<file path="src/rtl/uirq_pkg.sv">
package uirq_pkg;
   localparam int IID_W = 4;
   localparam int NSRC  = 4;

   typedef logic [IID_W-1:0] iid_t;

   localparam iid_t IID_NONE = 4'b0001;
   localparam iid_t IID_LINE = 4'b0110;
   localparam iid_t IID_RXD  = 4'b0100;
   localparam iid_t IID_THRE = 4'b0010;
   localparam iid_t IID_MDM  = 4'b0000;

   // Source index 0 is the most urgent.
   function automatic iid_t code_of(input int idx);
      iid_t c;
      case (idx)
         0:       c = IID_LINE;
         1:       c = IID_RXD;
         2:       c = IID_THRE;
         default: c = IID_MDM;
      endcase
      return c;
   endfunction
endpackage

</file>
<file path="src/rtl/uirq_sticky.sv">
module uirq_sticky #(
   parameter bit SET_OVER_CLR = 1'b1
) (
   input  logic clk,
   input  logic rst_n,
   input  logic set_i,
   input  logic clr_i,
   output logic flag_o
);
   logic flag_d;

   generate
      if (SET_OVER_CLR) begin : g_set_wins
         always_comb begin
            if (set_i)      flag_d = 1'b1;
            else if (clr_i) flag_d = 1'b0;
            else            flag_d = flag_o;
         end
      end else begin : g_clr_wins
         always_comb begin
            if (clr_i)      flag_d = 1'b0;
            else if (set_i) flag_d = 1'b1;
            else            flag_d = flag_o;
         end
      end
   endgenerate

   always_ff @(posedge clk or negedge rst_n) begin
      if (!rst_n) flag_o <= 1'b0;
      else        flag_o <= flag_d;
   end


   flag_hold_chk: assert property (@(posedge clk) disable iff (!rst_n)
      (flag_o && !clr_i) |=> flag_o);


   flag_clr_chk: assert property (@(posedge clk) disable iff (!rst_n)
      (clr_i && !set_i) |=> !flag_o);
endmodule

</file>
<file path="src/rtl/uirq_resolve.sv">
module uirq_resolve
   import uirq_pkg::*;
#(
   parameter int N = NSRC
) (
   input  logic [N-1:0] pend_i,
   output iid_t         iid_o,
   output logic         req_o
);
   initial begin
      if (N < 1 || N > NSRC) $error("uirq_resolve: N out of range");
   end

   always_comb begin
      iid_o = IID_NONE;
      for (int i = N - 1; i >= 0; i--) begin
         if (pend_i[i]) iid_o = code_of(i);
      end
   end

   assign req_o = |pend_i;
endmodule

</file>
<file path="src/rtl/uart_irq_prio.sv">
module uart_irq_prio
   import uirq_pkg::*;
#(
   parameter int MDM_W        = 4,
   parameter bit SET_OVER_CLR = 1'b1
) (
   input  logic             clk,
   input  logic             rst_n,
   input  logic             en_line,
   input  logic             en_rxd,
   input  logic             en_thre,
   input  logic             en_mdm,
   input  logic             line_stat,
   input  logic             rx_ready,
   input  logic             thr_empty,
   input  logic [MDM_W-1:0] mdm_delta,
   input  logic             iid_rd,
   input  logic             thr_wr,
   input  logic             msr_rd,
   output logic [3:0]       iid,
   output logic             irq
);
   generate
      if (MDM_W < 1) begin : g_bad_mdm
         $error("uart_irq_prio: MDM_W must be at least 1");
      end
   endgenerate

   logic           empty_q;
   logic           thre_set, thre_clr, thre_flag;
   logic           mdm_set, mdm_flag;
   logic [NSRC-1:0] pend;
   iid_t           iid_w;

   always_ff @(posedge clk or negedge rst_n) begin
      if (!rst_n) empty_q <= 1'b0;
      else        empty_q <= thr_empty;
   end

   assign thre_set = en_thre && thr_empty && !empty_q;
   assign thre_clr = thr_wr || (iid_rd && (iid_w == IID_THRE));
   assign mdm_set  = |mdm_delta;

   uirq_sticky #(.SET_OVER_CLR(SET_OVER_CLR)) thre_flag_i (
      .clk(clk), .rst_n(rst_n), .set_i(thre_set), .clr_i(thre_clr), .flag_o(thre_flag));

   uirq_sticky #(.SET_OVER_CLR(SET_OVER_CLR)) mdm_flag_i (
      .clk(clk), .rst_n(rst_n), .set_i(mdm_set), .clr_i(msr_rd), .flag_o(mdm_flag));

   assign pend[0] = en_line && line_stat;
   assign pend[1] = en_rxd  && rx_ready;
   assign pend[2] = en_thre && thre_flag;
   assign pend[3] = en_mdm  && mdm_flag;

   uirq_resolve #(.N(NSRC)) resolve_i (.pend_i(pend), .iid_o(iid_w), .req_o(irq));

   assign iid = iid_w;


   idle_code_chk: assert property (@(posedge clk) disable iff (!rst_n)
      !irq |-> (iid == IID_NONE));


   line_first_chk: assert property (@(posedge clk) disable iff (!rst_n)
      (en_line && line_stat) |-> (iid == IID_LINE));


   iid_rd_keep_chk: assert property (@(posedge clk) disable iff (!rst_n)
      (thre_flag && iid_rd && (iid != IID_THRE) && !thr_wr) |=> thre_flag);


   mdm_keep_chk: assert property (@(posedge clk) disable iff (!rst_n)
      (mdm_flag && !msr_rd) |=> mdm_flag);
endmodule

</file>
<file path="config.mk">
export PLATFORM = sky130hd
export DESIGN_NAME = uart_irq_prio
export DESIGN_NICKNAME = d
export VERILOG_FILES = /design/src/rtl/uirq_pkg.sv /design/src/rtl/uirq_sticky.sv /design/src/rtl/uirq_resolve.sv /design/src/rtl/uart_irq_prio.sv
export SDC_FILE = /design/constraint.sdc
export NUM_CORES = 1
export LEC_CHECK = 0
export ABC_CLOCK_PERIOD_IN_PS = 1640
export BUFFER_PORTS_ARGS = -buffer_cell sky130_fd_sc_hd__buf_2
export CAP_MARGIN = 15
export CORE_AREA = 4 4 41 43
export CTS_BUF_LIST = sky130_fd_sc_hd__clkbuf_8
export DETAILED_ROUTE_END_ITERATION = 10
export DIE_AREA = 0 0 45 47
export GPL_TIMING_DRIVEN = 0
export PLACE_DENSITY = 0.47
export SKIP_LAST_GASP = 1
export SYNTH_ARGS = -nofsm -noshare
export SYNTH_HDL_FRONTEND = slang
export SYNTH_SLANG_ARGS = --single-unit
</file>
<file path="constraint.sdc">
create_clock -name clk -period 1.64 [get_ports clk]
set_input_delay 0.246 -clock clk [delete_from_list [all_inputs] [get_ports clk]]
set_output_delay 0.246 -clock clk [all_outputs]
set_load 0.03 [all_outputs]
</file>
; After elaboration in Yosys (flattened, before gate mapping)
; Cells that the tools add are included.
[word_totals]
regBits = 3
latchBits = 0
ram_bits = 0
rom_bits = 0
in_bits = 16
mem_count = 0
[classes]
n_addsub = 0
mul = 0
n_div = 0
n_lt_le_gt_ge = 0
n_eq_ne = 1
n_shift = 0
muxes = 8
n_bitwise = 0
reduce_logical = 13
[op_table]
columns = cell, count
row1 = 4-bit OR reduction, 2
row2 = 1-bit logical AND, 7
row3 = 3-bit 2-to-1 mux, 2
row4 = 1-bit 2-to-1 mux, 5
row5 = "4-bit by 2-bit == test with 1-bit output, second input constant", 1
row6 = 2-bit nonzero test, 2
row7 = 2-bit 2-to-1 mux, 1
row8 = 1-bit zero test, 1
row9 = 1-bit logical OR, 1

; Logic depth before layout (Yosys ltp)
[logic_depth]
ltp_word = 10
ltp_mapped = 3
mapped_depth_nobuf = 3

; Hierarchy
; A second synthesis with hierarchy kept.
[hier_totals]
hier_cells = 23
hier_area_um2 = 197.7
[by_module_without_submodules]
columns = mod, instances, cells_each, area_each_um2
row1 = uart_irq_prio, 1, 10, 81.3
row2 = uirq_sticky, 2, 3, 36.3
row3 = uirq_resolve, 1, 7, 43.8

; Worst setup path before layout
; OpenSTA, ideal clock, no wires.
[synth_path]
path_kind = input to output
start = input en_line
end = output iid[0]
t_arrival_ps = 1288
required_time_ps = 1394
setup_slack_ps = 106
stages = 3
path_buffers = 0
path_cell_list = a22o_1 -> a221o_1 -> inv_1
[synth_between]
elab_chain_len = 2
[synth_lines]
columns = item, line_no
row1 = from (decl), uart_irq_prio.sv:9  ; input logic en_line,
row2 = 1-bit logical AND, uart_irq_prio.sv:50  ; assign pend[0] = en_line && line_stat;
row3 = 3-bit 2-to-1 mux, uirq_resolve.sv:17  ; if (pend_i[i]) iid_o = code_of(i);
row4 = to (decl), uart_irq_prio.sv:20  ; output logic [3:0] iid,
; No other way between the ends.

; Worst setup path in the final report
[layout_path]
start = register thre_flag_i.flag_o
end = output iid[0]
[layout_between]
elab_chain_len = 4
[layout_lines]
columns = item, line_no
row1 = from (decl), uirq_sticky.sv:8  ; output logic flag_o
row2 = from (signal assigned), uirq_sticky.sv:30  ; else flag_o <= flag_d;
row3 = 1-bit logical AND, uart_irq_prio.sv:52  ; assign pend[2] = en_thre && thre_flag;
row4 = 2-bit 2-to-1 mux, uirq_resolve.sv:17
row5 = 3-bit 2-to-1 mux (2 in series), uirq_resolve.sv:17
; No other way between the ends.

==> metrics.txt <==
Clk Latency, worst-skew pair=220 ps; Final Power=354 uW; Die W=45 um; Simple-Gate Fraction of Synth Area=0.147; worst reg2reg path endpoint=thre_flag_i.flag_o; R2R cell count=3; die height=47 um; worst vdd ir=0.359 mV; clock skew=3.68 ps; share of cells above drive strength 1=0.548; vias in the first global route=235; post-CTS setup buffer count=0; Synth Cell Area=161 sq um; CTS Buffer Depth=2; Detail Route Antenna Nets=0; internal power=266 uW; worst-path fanout max=3; Required @ worst endpoint=1390 ps; complex-gate fraction of the synthesized area=0.271; RD Place Congestion=0.626; Final Hold Viols=0; CP arrival=1190 ps; hold depth=1; Vias per Instance=3.86; grt total ovfl=0; post-layout min period=1440 ps; hold_ws=156 ps; Hold Crit Class=primary input to flop; Worst Hold End=empty_q; leak pwr=0.000188 uW; WL/cell=11.2 um; DP Worst Slack=271 ps; Fmax achieved=695 MHz; initial antenna violation count=0; Sw Ratio=0.249; Yosys warnings=0; Core Box Area=1300 sq um; Critical Path Start Type=flop; CTS HTree Levels=1; Adder-Cell Fraction of Synth Area=0; FF+latch count, synth=3; initial core utilization=0.124; DR pass1 iterations=2; area grow syn2layout=105%; Fillers=160; num rows=13; reg2reg start=thre_flag_i.flag_o; Overall Global Routing Usage=0.0759; largest net degree at the start of global routing=5; total CTS buffers=3; setup ws final=202 ps; Syn Area/Cell=8.97 sq um; unrepaired setup endpoints after global routing=false; Post-Synth XOR/XNOR Area=0; I/O pins=21; power share of the sequential group=0.226; vias=220; CTS root buf=clkbuf_8; post-synthesis cell type count=11; Worst-path clk slew=30 ps; placed instance area=275 sq um; post-route cell area=330 sq um; area of the multi-input gates=71.3 sq um; first-pass GRT wire length=1000 um; hold path start=thr_empty; Detailed Route Iter0 Violations=2; syn_nets=34; setup_tns=0 ps; final slew viol count=0; Final nets=59; proportion of synthesized area in mux cells=0; CTS Sinks=3; Crit Path Class=flop to output pin; post_cts resized=0; CP Capture Type=output pin; r2r setup slk=870 ps; CTS tree=built; Seq. cell area=75.1 sq um; DRT Wirelength=636 um; Combinational Power Share=0.184; largest family of logic cells by synthesized area=compound AO/OA/AOI/OAI gates; DRC=0; Power Dens Cells=1070 nW/um^2; Clk network pwr share=0.590; status=complete, no violations; die area=2120 sq um; sequential share of the synthesized area=0.465; Detailed Place HPWL=543 um; Max Cap Viol=0; final setup vio count=0; Port Buf Inserts=19; ANT cells=0; Syn Inst Count=18; fin crit share=0.877; net switching power=88.2 uW; hold_buf cts=1
worst max path at each step:
| stage | startpoint | end | cells past startpoint |
|---|---|---|---|
| after global placement | en_line | iid[0] | 5 |
| final | thre_flag_i.flag_o | iid[0] | 3 |
| after detailed placement | en_line | iid[0] | 5 |
| after floorplan | en_line | iid[0] | 3 |
| after CTS | thre_flag_i.flag_o | iid[0] | 3 |
| after global routing | thre_flag_i.flag_o | iid[0] | 3 |
routing by layer:
metal / global-route usage / routed length, um / vias up
met5: 0 / 0 / -
met4: 0.105 / 9 / 0
met3: 0.0383 / 113 / 2
met2: 0.0932 / 238 / 18
met1: 0.0797 / 274 / 90
li1: - / - / 110
metrics by stage:
step,utilization,std cells
after floorplan,-,18
after global placement,0.212,52
after detailed placement,0.212,52
after CTS,0.254,57
after global routing,0.254,57
final,0.254,57
cells in the final DEF, fill, tap and decap left out, types with 3 or more instances in the layout:
master,Yosys,routed
inv_1,2,3
buf_2,0,19
o21ai_1,3,3
nand2_1,3,3
clkbuf_8,0,3
dfrtp_1,3,3
cell usage after synthesis:
library cell  instances  share of area
nor4_1                1          0.039
o21ai_1               3          0.093
inv_1                 2          0.047
nor2b_1               1          0.039
buf_4                 1          0.047
conb_1                1          0.023
a221o_1               1          0.062
nand2_1               3          0.070
dfrtp_1               3           0.47
a32o_1                1          0.062
a22o_1                1          0.054
sequential cells by signal, summed over array words and instances (netlist names):
| signal | flops |
|---|---|
| mdm_flag_i.flag_o | 1 |
| thre_flag_i.flag_o | 1 |
| empty_q | 1 |
layout make-up:
type	count	share of cell area
multi-input combinational	12	0.216
clock buffer	3	0.125
tap	15	0.0568
inverter	2	0.0227
timing repair buffer	20	0.318
clock inverter	1	0.0114
sequential	3	0.227
buffer	1	0.0227
cell families after synthesis:
group / after synthesis
compound gates: 6
simple gates: 5
flops: 3
buf+inv: 3
other cells: 1
critical path, stage by stage (launching register included):
cell and delay, ps:
dfrtp_1 380, a221o_1 360, inv_1 50, buf_2 180
power groups by stage:
stage | registers [uW] | clock network (uW) | logic (uW)
after floorplan | 80.2 | 0 | 33.5
after global placement | 80.8 | 0 | 64.0
final | 79.9 | 209 | 65.1
after detailed placement | 80.8 | 0 | 64.1
after global routing | 80.5 | 222 | 71.3
after CTS | 79.9 | 218 | 66.1
(Power assumes the default switching activity.)
